==> src/rtl/led_cfg_frontend.sv <==
module led_cfg_frontend #(
  parameter int NCH  = 16,
  parameter int DCW  = 7,
  parameter int SYNC = 2
) (
  input  logic                 clk,
  input  logic                 rst_n,
  input  logic                 ser_clk,
  input  logic                 ser_din,
  input  logic                 latch_en,
  input  logic                 mode_sel,
  input  logic [NCH-1:0]       open_stat,
  output logic                 ser_dout,
  output logic [NCH-1:0]       onoff_q,
  output logic [NCH*DCW-1:0]   dc_q
);
  localparam int DCB = NCH * DCW;

  logic [SYNC:0]   sclk_p, le_p;
  logic [SYNC-1:0] din_p, mode_p;
  logic [NCH-1:0]  onoff_sr;
  logic [DCB-1:0]  dc_sr;

  wire sclk_rise = sclk_p[SYNC-1] & ~sclk_p[SYNC];
  wire le_rise   = le_p[SYNC-1] & ~le_p[SYNC];
  wire din_s     = din_p[SYNC-1];
  wire mode_s    = mode_p[SYNC-1];

  always_ff @(posedge clk) begin
    if (!rst_n) begin
      sclk_p <= '0;
      le_p   <= '0;
      din_p  <= '0;
      mode_p <= '0;
    end else begin
      sclk_p <= {sclk_p[SYNC-1:0], ser_clk};
      le_p   <= {le_p[SYNC-1:0], latch_en};
      din_p  <= {din_p[SYNC-2:0], ser_din};
      mode_p <= {mode_p[SYNC-2:0], mode_sel};
    end
  end

  always_ff @(posedge clk) begin
    if (!rst_n) begin
      onoff_sr <= '0;
      onoff_q  <= '0;
    end else if (!mode_s) begin
      if (le_rise) begin
        onoff_q  <= onoff_sr;
        onoff_sr <= open_stat;
      end else if (sclk_rise) begin
        onoff_sr <= {onoff_sr[NCH-2:0], din_s};
      end
    end
  end

  always_ff @(posedge clk) begin
    if (!rst_n) begin
      dc_sr <= '0;
      dc_q  <= '0;
    end else if (mode_s) begin
      if (le_rise)   dc_q  <= dc_sr;
      if (sclk_rise) dc_sr <= {dc_sr[DCB-2:0], din_s};
    end
  end

  assign ser_dout = mode_s ? dc_sr[DCB-1] : onoff_sr[NCH-1];
endmodule


==> config.mk <==
export PLATFORM = sky130hd
export DESIGN_NAME = led_cfg_frontend
export DESIGN_NICKNAME = d
export VERILOG_FILES = /design/src/rtl/led_cfg_frontend.sv
export SDC_FILE = /design/constraint.sdc
export NUM_CORES = 1
export LEC_CHECK = 0
export BUFFER_PORTS_ARGS = -buffer_cell sky130_fd_sc_hd__clkbuf_2
export CAP_MARGIN = 20
export CORE_ASPECT_RATIO = 0.6
export CORE_MARGIN = 2
export CORE_UTILIZATION = 45
export DETAILED_ROUTE_END_ITERATION = 6
export PLACE_DENSITY = 0.68
export REMOVE_ABC_BUFFERS = 1
export SLEW_MARGIN = 10
export SYNTH_ARGS = -nofsm -noshare
export SYNTH_HDL_FRONTEND = slang
export SYNTH_SLANG_ARGS = --single-unit
export TNS_END_PERCENT = 50
==> constraint.sdc <==
create_clock -name clk -period 1.6 [get_ports clk]
set_clock_uncertainty 0.1 [all_clocks]
set_input_delay 0.32 -clock clk [delete_from_list [all_inputs] [get_ports clk]]
set_output_delay 0.32 -clock clk [all_outputs]
set_load 0.02 [all_outputs]
==> results.yml <==
run_status:
  status: "finished, violations left"
  violations: "setup timing"
grt:
  grt_max_degree: 86
  grt_pass1_wl_mm: 36.4
  grt_overflow: 0
  grt_pass1_vias: 7250
  antenna_found_initial: 0
  grt_use_total: 0.187
layout:
  nFillCells: 2031
  post_route_cells_drive_above_1_share: 0.310
  final_nets: 1301
  area_growth_pct: 19.3
  finalNonFillerCells: 1579
  diodes: 0
floorplan:
  io_pins: 151
  placementRows: 42
  start_util: 0.455
  die_y_um: 119
  coreArea_mm2: 0.0219
  die_w_um: 196
  dieArea_mm2: 0.0234
power_and_ir_drop:
  power.density_mw_per_mm2: 1070
  swShare: 0.212
  internal_power_mw: 9.99
  report.power.total_mw: 12.7
  clockPowerShare: 0.447
  p_switching_mw: 2.68
  combPwrFrac: 0.029
  power_leakage_nw: 4.18
  pwr-share-seq: 0.525
  irDropWorstVdd_mv: 0.772
yosys:
  syn_inst: 1144
  ys_top_cells_by_count: "nand2_1 (416), dfxtp_1 (266), a21oi_1 (161), a21oi_2 (80), nand2_2 (80)"
  yosys_warnings: 0
  synth.most_common_cell: "nand2_1"
  synth_cell_types: 24
  syn_area_mm2: 0.00995
  synthTopCellsByArea: "dfxtp_1 (54%), nand2_1 (16%), a21oi_1 (8.1%)"
  synth_edf_count: 0
  synth-main-ff-cell: "dfxtp_1"
  synth_area_per_cell_um2: 8.70
  synth-seq-cells: 266
  async_flop_share: 0
  yosysTopAreaCellShare: 0.535
  ys_seq_area_frac: 0.535
  yosysTopAreaCell: "dfxtp_1"
detailed_routing:
  ant_nets: 0
  num_vias: 7803
  drt_pre_antenna_iters: 7
  drtIter0Drc: 340
  drc: 0
  avgRoutedWirePerCell_um: 14.3
  wl_mm: 22.7
  routed_via_density: 4.94
sta:
  hold_violations: 0
  report.final.slew_viol_count: 0
  tightest_slew_ns: 0.543
  post-route-period-util: 1.07
  setup_ws_ns: -0.119
  setup-violations-final: 55
  rsz0062_at_grt: "yes"
  whs_ns: 0.0161
  max_freq_mhz: 582
  period_minus_slack_ns: 1.72
  relSlewSlack: 0.638
worst_setup_path:
  cpPeakStageDelay_ns: 0.35
  cp.required_ns: 1.18
  path_cells: "mux2_4 > buf_8"
  cp_top_family: "flip-flops"
  cp.arrival_ns: 1.30
  critPathCaptureType: "primary output"
  startpoint_type: "register"
  path_buf_inv: 1
  crit_type: "register to primary output"
  crit_fanout: 2
  cpMaxStageDelayCell: "dfxtp_4"
placement:
  dp.cells: 1531
  place_hpwl_mm: 14.0
  pre_cts_ws_ns: 0.0235
  port_buffers: 150
  gp_congestion: 0.777
clocking:
  cts_buffers: 24
  clock_tree.root_cell: "clkbuf_16"
  clk_pin_slew_ns: 0.06
  cts_tree: "yes"
  htreeDepth: 1
  cts_buffer_depth: 3
  clk-insertion-delay-late_ns: 0.51
  cts.sinks: 266
min_path:
  min_path_type: "input port to register"
job:
  cap_violations: 0
[cell usage in the layout, fill, tap and decap left out, types with 2 or more instances in the layout]
master / instances
nand2_1: 416
dfxtp_1: 263
a21oi_1: 160
clkbuf_2: 149
a21oi_2: 81
nand2_2: 80
clkbuf_16: 26
buf_12: 20
buf_4: 20
mux2i_1: 16
o22ai_1: 16
and2_1: 10
clkbuf_8: 5
clkinv_2: 5
dlygate4sd3_1: 4
clkbuf_1: 3
and3b_4: 2
nand3b_1: 2
dfxtp_2: 2
[kinds of logic after synthesis]
| group | synth area share |
|---|---|
| buffers and inverters | 0.0630 |
| AO/OA/AOI/OAI | 0.162 |
| multiplexers | 0.0172 |
| flip-flops | 0.535 |
| AND/OR/NAND/NOR | 0.222 |
[power by group through the flow]
stage	Sequential, mW	Clock, mW	Combinational (mW)
floorplan	6.80	0	0.166
global placement	6.80	0	0.343
detailed placement	6.80	0	0.344
CTS	6.65	5.79	0.357
global route	6.64	6.08	0.388
finish	6.65	5.66	0.361
[layer usage]
metal | vias up | track usage | routed length, µm
li1 | 3968 | - | -
met1 | 3644 | 0.280 | 11700
met2 | 160 | 0.277 | 9660
met3 | 31 | 0.0351 | 959
met4 | 0 | 0.0417 | 383
met5 | - | 0 | 0
[state kept, by name, indices dropped and copies added (netlist names)]
register,flops
sclk_p,3
dc_sr,112
onoff_sr,16
din_p,2
dc_q,112
le_p,3
onoff_q,16
mode_p,2
[cell type report]
cell class / count / area, µm² / area share
Tap cell: 286 / 358 / 0.0301
Clock buffer: 33 / 706 / 0.0594
Timing Repair Buffer: 196 / 1390 / 0.117
Inverter: 1 / 11.3 / 0.000948
Sequential cell: 266 / 5330 / 0.449
Multi-Input combinational cell: 790 / 4020 / 0.338
Clock inverter: 7 / 63.8 / 0.00537
[path summary, 6_finish.rpt]
check             cells after the start     startpoint  slack (ns)            to
hold / removal                        3  open_stat[12]        0.02  onoff_sr[12]
hold reg to reg                       1       din_p[0]        0.33      din_p[1]
setup / recovery                      2      mode_p[1]       -0.12      ser_dout
setup reg to reg                      5      mode_p[1]       -0.07      dc_q[44]
[worst min-delay path, stage by stage]
cell      delay (ns)
clkbuf_2        0.07
mux2i_1         0.06
o22ai_1         0.13
[stage by stage]
step           cell area [µm²]  TNS (ns)   util
2_1_floorplan             9330   -509.76      -
3_3_place_gp             11000         0  0.503
3_5_place_dp             11000         0  0.503
4_1_cts                  11800    -0.146  0.541
5_1_grt                  11900     -9.32  0.543
6_report                 11900     -1.33  0.543
[repair_timing]
action | 4_1_cts | 5_1_grt
endpoints found under the setup margin | 2 | 53
pin swaps | 0 | 1
cloned | 0 | 2
hold endpoints to repair | 4 | 0
gates resized for setup | 5 | 8
setup buffers | 1 | 1
hold buffers | 4 | 0
Note: power is estimated with default switching activity, not from simulation.
